File: src/rtl/mbox_pkg.sv
package mbox_pkg;
  localparam int unsigned N_PORTS = 2;

  typedef enum int unsigned {
    PORT_L = 0,
    PORT_R = 1
  } port_e;

  // the other port of the pair
  function automatic int unsigned peer_of(int unsigned p);
    return (N_PORTS - 1) - p;
  endfunction

  function automatic logic is_write(logic cs_n, logic we_n);
    return !cs_n && !we_n;
  endfunction

  function automatic logic is_read(logic cs_n, logic we_n);
    return !cs_n && we_n;
  endfunction

  // pending-flag update: a set beats a clear
  function automatic logic flag_next(logic raised, logic set, logic clr);
    if (set) return 1'b1;
    if (clr) return 1'b0;
    return raised;
  endfunction
endpackage

File: src/rtl/mbox_port_dec.sv
module mbox_port_dec #(
  parameter int unsigned ADDR_W = 14,
  parameter logic [ADDR_W-1:0] OWN_BOX = '0,
  parameter logic [ADDR_W-1:0] PEER_BOX = '1
) (
  input  logic              clk,
  input  logic              rst_n,
  input  logic              en_i,
  input  logic              cs_n_i,
  input  logic              we_n_i,
  input  logic [ADDR_W-1:0] addr_i,
  output logic              wr_own_o,
  output logic              wr_peer_o,
  output logic              rd_own_o,
  output logic              rd_peer_o,
  output logic              set_peer_o,
  output logic              clr_own_o
);
  import mbox_pkg::*;

  logic hit_own, hit_peer, wr_ev, rd_ev;

  assign hit_own  = (addr_i == OWN_BOX);
  assign hit_peer = (addr_i == PEER_BOX);
  assign wr_ev    = is_write(cs_n_i, we_n_i);
  assign rd_ev    = is_read(cs_n_i, we_n_i);

  assign wr_own_o   = wr_ev && hit_own;
  assign wr_peer_o  = wr_ev && hit_peer;
  assign rd_own_o   = rd_ev && hit_own;
  assign rd_peer_o  = rd_ev && hit_peer;
  assign set_peer_o = en_i && wr_peer_o;
  assign clr_own_o  = en_i && rd_own_o;


  dec_exclusive_chk: assert property (@(posedge clk) disable iff (!rst_n)
    $onehot0({wr_own_o, wr_peer_o, rd_own_o, rd_peer_o}));


  dec_deselect_chk: assert property (@(posedge clk) disable iff (!rst_n)
    cs_n_i |-> !(set_peer_o || clr_own_o || wr_own_o || wr_peer_o));
endmodule

File: src/rtl/mbox_flag.sv
module mbox_flag (
  input  logic clk,
  input  logic rst_n,
  input  logic set_i,
  input  logic clr_i,
  output logic irq_n_o
);
  import mbox_pkg::*;

  logic raised_q;

  always_ff @(posedge clk or negedge rst_n) begin
    if (!rst_n) raised_q <= 1'b0;
    else        raised_q <= flag_next(raised_q, set_i, clr_i);
  end

  assign irq_n_o = !raised_q;


  flag_set_wins_chk: assert property (@(posedge clk) disable iff (!rst_n)
    set_i |=> !irq_n_o);


  flag_clear_chk: assert property (@(posedge clk) disable iff (!rst_n)
    (clr_i && !set_i) |=> irq_n_o);


  flag_hold_chk: assert property (@(posedge clk) disable iff (!rst_n)
    (!set_i && !clr_i) |=> $stable(irq_n_o));
endmodule

File: src/rtl/mbox_store.sv
module mbox_store #(
  parameter int unsigned DATA_W = 16
) (
  input  logic                          clk,
  input  logic                          rst_n,
  input  logic [1:0]                    wr_own_i,
  input  logic [1:0]                    wr_peer_i,
  input  logic [1:0]                    rd_own_i,
  input  logic [1:0]                    rd_peer_i,
  input  logic [1:0][DATA_W-1:0]        wdata_i,
  output logic [1:0][DATA_W-1:0]        rdata_o
);
  import mbox_pkg::*;

  logic [1:0][DATA_W-1:0] word_q;
  // wr_hit[w][p]: port p writes word w this cycle
  logic [1:0][1:0]        wr_hit;

  for (genvar w = 0; w < 2; w++) begin : g_word
    for (genvar p = 0; p < 2; p++) begin : g_wr
      if (p == w) begin : g_self
        assign wr_hit[w][p] = wr_own_i[p];
      end else begin : g_other
        assign wr_hit[w][p] = wr_peer_i[p];
      end
    end

    // left port has priority on a double write
    always_ff @(posedge clk or negedge rst_n) begin
      if (!rst_n)              word_q[w] <= '0;
      else if (wr_hit[w][PORT_L]) word_q[w] <= wdata_i[PORT_L];
      else if (wr_hit[w][PORT_R]) word_q[w] <= wdata_i[PORT_R];
    end


    store_left_wins_chk: assert property (@(posedge clk) disable iff (!rst_n)
      (wr_hit[w][PORT_L] && wr_hit[w][PORT_R]) |=> (word_q[w] == $past(wdata_i[PORT_L])));
  end

  for (genvar p = 0; p < 2; p++) begin : g_rd
    localparam int unsigned PEER = peer_of(p);

    always_ff @(posedge clk or negedge rst_n) begin
      if (!rst_n)            rdata_o[p] <= '0;
      else if (rd_own_i[p])  rdata_o[p] <= word_q[p];
      else if (rd_peer_i[p]) rdata_o[p] <= word_q[PEER];
    end


    store_read_own_chk: assert property (@(posedge clk) disable iff (!rst_n)
      rd_own_i[p] |=> (rdata_o[p] == $past(word_q[p])));


    store_read_hold_chk: assert property (@(posedge clk) disable iff (!rst_n)
      (!rd_own_i[p] && !rd_peer_i[p]) |=> $stable(rdata_o[p]));
  end
endmodule

File: src/rtl/mbox_irq_pair.sv
module mbox_irq_pair #(
  parameter int unsigned ADDR_W = 14,
  parameter int unsigned DATA_W = 16
) (
  input  logic              clk,
  input  logic              rst_n,
  input  logic              mbox_en,
  input  logic              l_cs_n,
  input  logic              l_we_n,
  input  logic [ADDR_W-1:0] l_addr,
  input  logic [DATA_W-1:0] l_wdata,
  output logic [DATA_W-1:0] l_rdata,
  output logic              l_irq_n,
  input  logic              r_cs_n,
  input  logic              r_we_n,
  input  logic [ADDR_W-1:0] r_addr,
  input  logic [DATA_W-1:0] r_wdata,
  output logic [DATA_W-1:0] r_rdata,
  output logic              r_irq_n
);
  import mbox_pkg::*;

  localparam logic [ADDR_W-1:0] BOX_R = '1;
  localparam logic [ADDR_W-1:0] BOX_L = BOX_R - 1'b1;

  logic [1:0]              cs_n_v, we_n_v;
  logic [1:0][ADDR_W-1:0]  addr_v;
  logic [1:0][DATA_W-1:0]  wdata_v, rdata_v;
  logic [1:0]              wr_own, wr_peer, rd_own, rd_peer, set_peer, clr_own;
  logic [1:0]              irq_n_v;

  assign cs_n_v  = {r_cs_n, l_cs_n};
  assign we_n_v  = {r_we_n, l_we_n};
  assign addr_v  = {r_addr, l_addr};
  assign wdata_v = {r_wdata, l_wdata};

  for (genvar p = 0; p < 2; p++) begin : g_port
    localparam int unsigned PEER = peer_of(p);
    localparam logic [ADDR_W-1:0] OWN_A  = (p == PORT_L) ? BOX_L : BOX_R;
    localparam logic [ADDR_W-1:0] PEER_A = (p == PORT_L) ? BOX_R : BOX_L;

    mbox_port_dec #(.ADDR_W(ADDR_W), .OWN_BOX(OWN_A), .PEER_BOX(PEER_A)) u_dec (
      .clk(clk), .rst_n(rst_n), .en_i(mbox_en),
      .cs_n_i(cs_n_v[p]), .we_n_i(we_n_v[p]), .addr_i(addr_v[p]),
      .wr_own_o(wr_own[p]), .wr_peer_o(wr_peer[p]),
      .rd_own_o(rd_own[p]), .rd_peer_o(rd_peer[p]),
      .set_peer_o(set_peer[p]), .clr_own_o(clr_own[p])
    );

    // port p's flag is set by the peer and cleared by p itself
    mbox_flag u_flag (
      .clk(clk), .rst_n(rst_n),
      .set_i(set_peer[PEER]), .clr_i(clr_own[p]),
      .irq_n_o(irq_n_v[p])
    );


    top_raise_chk: assert property (@(posedge clk) disable iff (!rst_n)
      (mbox_en && wr_peer[PEER]) |=> !irq_n_v[p]);
  end

  mbox_store #(.DATA_W(DATA_W)) u_store (
    .clk(clk), .rst_n(rst_n),
    .wr_own_i(wr_own), .wr_peer_i(wr_peer),
    .rd_own_i(rd_own), .rd_peer_i(rd_peer),
    .wdata_i(wdata_v), .rdata_o(rdata_v)
  );

  assign l_irq_n = irq_n_v[PORT_L];
  assign r_irq_n = irq_n_v[PORT_R];
  assign l_rdata = rdata_v[PORT_L];
  assign r_rdata = rdata_v[PORT_R];


  top_disabled_hold_chk: assert property (@(posedge clk) disable iff (!rst_n)
    !mbox_en |=> $stable(irq_n_v));
endmodule

File: config.mk
export PLATFORM = sky130hd
export DESIGN_NAME = mbox_irq_pair
export DESIGN_NICKNAME = d
export VERILOG_FILES = /design/src/rtl/mbox_pkg.sv /design/src/rtl/mbox_port_dec.sv /design/src/rtl/mbox_flag.sv /design/src/rtl/mbox_store.sv /design/src/rtl/mbox_irq_pair.sv
export SDC_FILE = /design/constraint.sdc
export NUM_CORES = 1
export LEC_CHECK = 0
export ABC_AREA = 1
export BUFFER_PORTS_ARGS = -buffer_cell sky130_fd_sc_hd__buf_2
export CORE_MARGIN = 10
export CORE_UTILIZATION = 45
export CTS_CLUSTER_DIAMETER = 100
export CTS_CLUSTER_SIZE = 25
export DETAILED_ROUTE_END_ITERATION = 12
export PLACE_DENSITY = 0.7
export SETUP_SLACK_MARGIN = 0.4
export SLEW_MARGIN = 5
export SYNTH_ARGS = -nofsm -noshare
export SYNTH_HDL_FRONTEND = slang
export SYNTH_HIERARCHICAL = 1
export SYNTH_SLANG_ARGS = --single-unit
File: constraint.sdc
create_clock -name clk -period 2.1 [get_ports clk]
set_input_delay 0.315 -clock clk [delete_from_list [all_inputs] [get_ports clk]]
set_output_delay 0.315 -clock clk [all_outputs]
set_load 0.02 [all_outputs]
==> impl_metrics.csv, run 1 <==
group,metric,value,unit
sta,timing.final.crit_share,0.6350,
logic_synthesis,yosys.area_share.simple,0.4741,
global_routing,met1_usage,0.2104,
logic_synthesis,yosysMostFrequentCell,"nand2_1",
logic_synthesis,yosys_most_used_dff,"dfrtp_1",
logic_synthesis,synth_compound_gate_area_share,0,
logic_synthesis,synthXorXnorAreaFrac,0,
clocking,cts_root_buf,"clkbuf_8",
logic_synthesis,synthCells,560,
clocking,clkSinkCount,66,
placement,io_buffers,100,
clocking,cts_buffers,9,
clocking,cts.clk_slew.worst_paths,70,ps
global_routing,antenna_found_initial,0,
logic_synthesis,yosys-top-cells-count,"nand2_1, dfrtp_1, inv_1",
floorplanning,core_area,0.008175,mm²
route,remaining_drc_errors,0,
layout,area_growth,18.19,%
global_routing,grt_pass1_vias,3502,
sta,rsz0062_at_grt,"no",
worst_setup_path,r2r_setup_slack,1310,ps
layout,layout.cells.non_filler,766,
logic_synthesis,synth_fa_ha_area_frac,0,
logic_synthesis,yosysTopAreaCell,"dfrtp_1",
clocking,cts_tree,"yes",
worst_setup_path,slowest_delay,290,ps
placement,placed_area,0.004250,mm²
sta,drv_slew,0,
layout,fin_area,0.004454,mm²
sta,slew_headroom,0.5424,
placement,dp_hpwl,7.753,mm
logic_synthesis,synth-seq-cells,66,
sta,skew,8.640,ps
logic_synthesis,ys_types,13,
route,totalWireLength,9.885,mm
floorplanning,fp.dieH,111.5,µm
floorplanning,start_util,0.4610,
worst_setup_path,crit_type,"input port to register",
clocking,post-cts-setup-buffers,0,
route,via_per_inst,4.564,
clocking,clock_path_buffers,2,
global_routing,top_usage_layer,"met2",
global_routing,use_met3,0.05690,
logic_synthesis,synth_area,0.003769,mm²
sta,hold_viol_final,0,
sta,setup_viol_count_final,0,
layout,regArea,0.001652,mm²
route,wl_per_cell,12.90,µm
pwr,ir_drop,0.0002631,V
logic_synthesis,synthMuxAreaShare,0,
sta,fmaxAchievable,0.7499,GHz
logic_synthesis,synthesis.nets,627,
job,drv_cap,0,
clocking,cts_hold_buf,0,
sta,tns,0,ps
logic_synthesis,synth_area_leaders,"dfrtp_1, nand2_1, buf_6, inv_1, nor2_8",
worst_setup_path,cp-start-kind,"input port",
placement,gp_congestion,0.8147,
worst_setup_path,reg2reg_from,"u_store/word_q[8]$_DFFE_PN0P_",
worst_setup_path,worst_r2r_path_depth,4,
clocking,worstSkewPairLatency,340,ps
pwr,power.density,566.1,mW/mm²
worst_setup_path,regToRegEndpoint,"u_store/rdata_o[24]$_DFFE_PN0P_",
worst_setup_path,path_common_cell,"nand2_1",
floorplanning,fp.dieW,111.5,µm
layout,nets,724,
logic_synthesis,synth_top_area_frac,0.4382,
status,status,"finished clean",
global_routing,grt-ovfl-total,0,
route,drt_first_iter_violations,146,
logic_synthesis,synth_top_family_by_area,"simple AND/OR/NAND/NOR gates",
clocking,ctsResizeCount,0,
floorplanning,pin_count,101,
worst_setup_path,crit_slowest_cell,"inv_1",
worst_setup_path,cp_max_fo,17,
sta,worst_slew_pin_slew,686.4,ps
placement,dp_cells,751,
sta,period_minus_slack,1334,ps
logic_synthesis,synth_edf_count,0,
worst_setup_path,crit_chain,"buf_2 -> nand2_1 -> inv_1 -> nand2_2 -> nor2_2 -> nand3_2 -> inv_1 -> nor2_8 -> inv_2 -> nand2_1 -> nand2_1",
floorplanning,core.rowCount,33,
route,vias,3496,
global_routing,use_met2,0.2497,
global_routing,grt_pass1_wl,16.92,mm
logic_synthesis,synth_warnings,6,
layout,nFillCells,827,
route,antenna_left,0,
logic_synthesis,avgSynthCellArea,6.730,µm²
worst_hold_path,hold_class,"input port to async pin",
sta,whs,12.45,ps
global_routing,grt_use_total,0.1629,
worst_setup_path,cp-end-kind,"register",
route,first_pass_iters,4,
logic_synthesis,synth-async-reset-ratio,1.000,
worst_setup_path,cp.required,2380,ps
global_routing,grt_max_degree,31,
floorplanning,dieArea,0.01244,mm²
layout,drive_gt1_frac,0.2345,
worst_setup_path,worstPathArrival,1610,ps
layout,multi_input_area,0.001787,mm²
layout,n_antenna_cell,0,
logic_synthesis,yosysSeqAreaShare,0.4382,
pwr,power.leakage,2.892,nW
clocking,cts.htree.levels,3,
[area by class of cell]
class                           instances  area share
Clock inverter                          2    0.007865
Timing Repair Buffer                  106      0.1225
Inverter                               36     0.03034
Sequential cell                        66      0.3708
Clock buffer                           13     0.03792
Tap cell                              105     0.02949
Multi-Input combinational cell        438      0.4011
[power by group]
group          switching (mW)  total, mW  internal (mW)  leakage [nW]
Clock                   0.455       1.09          0.638         0.106
Combinational          0.0877      0.156         0.0678          1.86
Sequential           0.000793       1.27           1.27         0.923
Total                   0.544       2.52           1.98          2.89
[registers in the layout, indices dropped and copies added (netlist names)]
register                count
g_port.u_flag/raised_q      2
u_store/rdata_o            32
u_store/word_q             32
[worst max-delay path, delay by kind of cell]
kind	cells	cell delay [ps]
AND/OR/NAND/NOR	7	640
buffers and inverters	4	670
[worst max-delay path by stage]
stage / end / depth (start not counted) / slack, ps / from
2_1_floorplan: u_store/word_q[10]$_DFFE_PN0P_ / 12 / 740 / l_addr[7]
4_1_cts: u_store/word_q[19]$_DFFE_PN0P_ / 11 / 790 / l_addr[7]
3_3_place_gp: u_store/word_q[0]$_DFFE_PN0P_ / 10 / 430 / l_addr[11]
6_report: u_store/word_q[19]$_DFFE_PN0P_ / 11 / 770 / l_addr[7]
3_5_place_dp: u_store/rdata_o[15]$_DFFE_PN0P_ / 11 / 420 / l_addr[7]
5_1_grt: u_store/word_q[28]$_DFFE_PN0P_ / 12 / 620 / l_addr[6]
[through the flow]
step	power [mW]	worst slack [ps]	util
after floorplan	1.348	737.5	-
after global placement	1.451	427.2	0.5199
after detailed placement	1.455	422.2	0.5199
after CTS	2.555	793.8	0.5448
after global routing	2.627	615.2	0.5448
final	2.521	766.4	0.5448
[cell usage in the layout (no fill, tap or decap)]
cell / synthesis / final
inv_1: 22 / 22
nand3_2: 4 / 4
bufinv_16: 0 / 1
nand2_2: 5 / 5
nor2_8: 4 / 4
buf_4: 8 / 6
inv_2: 14 / 14
nor2_4: 2 / 2
clkbuf_1: 0 / 1
clkbuf_8: 0 / 12
nor2_1: 8 / 8
nand2_1: 405 / 405
clkinv_2: 0 / 1
nor2_2: 6 / 6
and3_1: 4 / 4
buf_2: 0 / 100
dfrtp_1: 66 / 66
[kinds of logic (layout without fill, tap and decap cells)]
kind of cell           count (synthesis)  count (layout)
buffers and inverters                 56             157
DFF                                   66              66
and+or+nand+nor                      438             438
[layer usage]
layer | wire length (µm) | vias up
met2 | 4422 | 98
met3 | 725 | 10
met5 | 0 | -
li1 | - | 1845
met1 | 4605 | 1543
met4 | 132 | 0
(Power assumes the default switching activity.)
==> inputs of run 2 (changes only) <==
==> constraint.sdc (replaced) <==
create_clock -name clk -period 1.35 [get_ports clk]
set_input_delay 0.2025 -clock clk [delete_from_list [all_inputs] [get_ports clk]]
set_output_delay 0.2025 -clock clk [all_outputs]
set_load 0.02 [all_outputs]
==> impl_metrics.csv, run 2 (synthesis gave the netlist of run 1 again) <==
group,metric,value,unit
clocking,clkSinkCount,66,
job,drv_cap,0,
floorplanning,fp.dieH,111.5,µm
layout,nFillCells,566,
sta,setup_viol_count_final,0,
global_routing,antenna_found_initial,1,
worst_setup_path,reg2reg_from,"u_store/rdata_o[9]$_DFFE_PN0P_",
sta,slew_headroom,0.7614,
layout,nets,787,
pwr,finalPower,3.682,mW
floorplanning,fp.dieW,111.5,µm
floorplanning,pin_count,101,
clocking,cts_buffers,9,
worst_hold_path,hold_depth,5,
route,via_per_inst,4.941,
clocking,cts.htree.levels,3,
global_routing,grt_pass1_vias,3988,
worst_hold_path,hold_class,"input port to register",
status,status,"finished clean",
clocking,cts_root_buf,"clkbuf_8",
sta,hold_viol_final,0,
layout,final_common_cell,"nand2_1",
route,drt_first_iter_violations,250,
layout,most-common-layout-cells,"nand2_1, nand2_2, dfrtp_1",
placement,place_ws,-134.7,ps
global_routing,grt_max_degree,67,
clocking,worstSkewPairLatency,330,ps
sta,period_minus_slack,1132,ps
placement,placed_area,0.004473,mm²
sta,tns,0,ps
layout,fin_area,0.006137,mm²
worst_setup_path,cp_max_fo,2,
route,vias,4096,
worst_setup_path,slowest_delay,410,ps
route,antenna_left,0,
floorplanning,core.rowCount,33,
worst_setup_path,worstPathArrival,930,ps
sta,fmaxAchievable,0.8835,GHz
worst_setup_path,regToRegEndpoint,"u_store/rdata_o[9]$_DFFE_PN0P_",
placement,io_buffers,100,
worst_hold_path,hold_start,"r_wdata[7]",
worst_setup_path,crit_slowest_cell,"dfrtp_1",
floorplanning,dieArea,0.01244,mm²
worst_setup_path,cp.required,1150,ps
sta,skew,10.13,ps
placement,dp_hpwl,7.885,mm
worst_setup_path,cp-start-kind,"register",
pwr,power.leakage,3.693,nW
clocking,clock_path_buffers,2,
layout,top_regs,"u_store/rdata_o x32, u_store/word_q x32, g_port.u_flag/raised_q x2",
sta,timing.final.crit_share,0.8384,
pwr,ir_drop,0.0003811,V
clocking,cts.clk_slew.worst_paths,70,ps
route,totalWireLength,12.30,mm
placement,gp_congestion,0.8376,
global_routing,grt-ovfl-total,0,
pwr,power.density,600.0,mW/mm²
floorplanning,start_util,0.4610,
layout,area_growth,62.85,%
global_routing,grt_use_total,0.1736,
worst_setup_path,r2r_setup_slack,500,ps
sta,rsz0062_at_grt,"yes",
worst_setup_path,worst_r2r_path_depth,4,
route,wl_per_cell,14.83,µm
sta,drv_slew,0,
worst_setup_path,crit_type,"register to output pin",
route,remaining_drc_errors,0,
layout,n_antenna_cell,0,
layout,regArea,0.001652,mm²
worst_setup_path,crit_chain,"inv_2 -> buf_6",
layout,multi_input_area,0.002380,mm²
worst_hold_path,hold_path_end,"u_store/word_q[23]$_DFFE_PN0P_",
floorplanning,core_area,0.008175,mm²
global_routing,grt_pass1_wl,18.44,mm
worst_setup_path,cp-end-kind,"output pin",
route,first_pass_iters,5,
sta,worst_slack,218.1,ps
sta,worst_slew_pin_slew,357.8,ps
layout,drive_gt1_frac,0.5152,
clocking,cts_tree,"yes",
[run 2: changes by cell type in the layout (fill, tap and decap cells not counted), moves of 6 or more]
cell,previous run,this run
buf_2,100,47
buf_6,0,65
buf_4,6,38
inv_1,22,11
buf_12,0,7
buf_8,0,6
nand2_4,0,34
nand2_2,5,110
nand2_1,405,266
[run 2: layout make-up]
| class | instances | area share |
|---|---|---|
| well taps | 105 | 0.02141 |
| repair buffers | 166 | 0.2518 |
| inverters | 36 | 0.04098 |
| repair inverters | 3 | 0.004281 |
| multi-input cells | 438 | 0.3878 |
| flip-flops and latches | 66 | 0.2691 |
| clock inverters | 4 | 0.003262 |
| clock buffers | 11 | 0.02141 |
[run 2: how the worst max path moves through the flow]
stage,from,endpoint,cells past startpoint
after floorplan,l_addr[1],u_store/word_q[10]$_DFFE_PN0P_,12
after global placement,l_addr[1],u_store/word_q[9]$_DFFE_PN0P_,11
after detailed placement,l_addr[1],u_store/word_q[10]$_DFFE_PN0P_,11
after CTS,g_port[1].u_flag/raised_q$_DFFE_PN0P_,r_irq_n,2
after global routing,g_port[1].u_flag/raised_q$_DFFE_PN0P_,r_irq_n,2
final,g_port[1].u_flag/raised_q$_DFFE_PN0P_,r_irq_n,2
[run 2: metal layers]
layer,GRT usage,wire length (µm),up-vias
met2,0.2845,6185,166
met5,0,7,-
met1,0.2101,4935,1926
met4,0.06341,230,2
met3,0.05314,937,25
li1,-,-,1977
[run 2: stage by stage]
stage | hold slack (ps) | utilization | instances
finish | 175.5 | 0.7507 | 829
global route | 180.3 | 0.7507 | 829
CTS | 154.2 | 0.6459 | 812
detailed placement | 250.6 | 0.5471 | 767
global placement | 242.6 | 0.5471 | 767
floorplan | -93.09 | - | 560
[run 2: report_power, final]
| group | leakage, nW | total [mW] | switching [mW] | internal, mW |
|---|---|---|---|---|
| Clock | 0.0827 | 1.33 | 0.691 | 0.644 |
| Sequential | 0.923 | 1.98 | 0.00169 | 1.98 |
| Combinational | 2.69 | 0.368 | 0.199 | 0.169 |
| Total | 3.69 | 3.68 | 0.891 | 2.79 |
[run 2: repair_timing]
item | in CTS | in global routing
setup endpoints to repair | 98 | 99
pin swaps | 22 | 126
cloned | 4 | 5
gates resized for setup | 130 | 218
setup buffers | 25 | 12
hold buffers | 1 | 0
endpoints found under the hold margin | 66 | 0
[run 2: worst max-delay path: cells and delay by family, from the launching register on]
| kind | cells | cell delay [ps] |
|---|---|---|
| buffers and inverters | 2 | 190 |
| flip-flops | 1 | 410 |
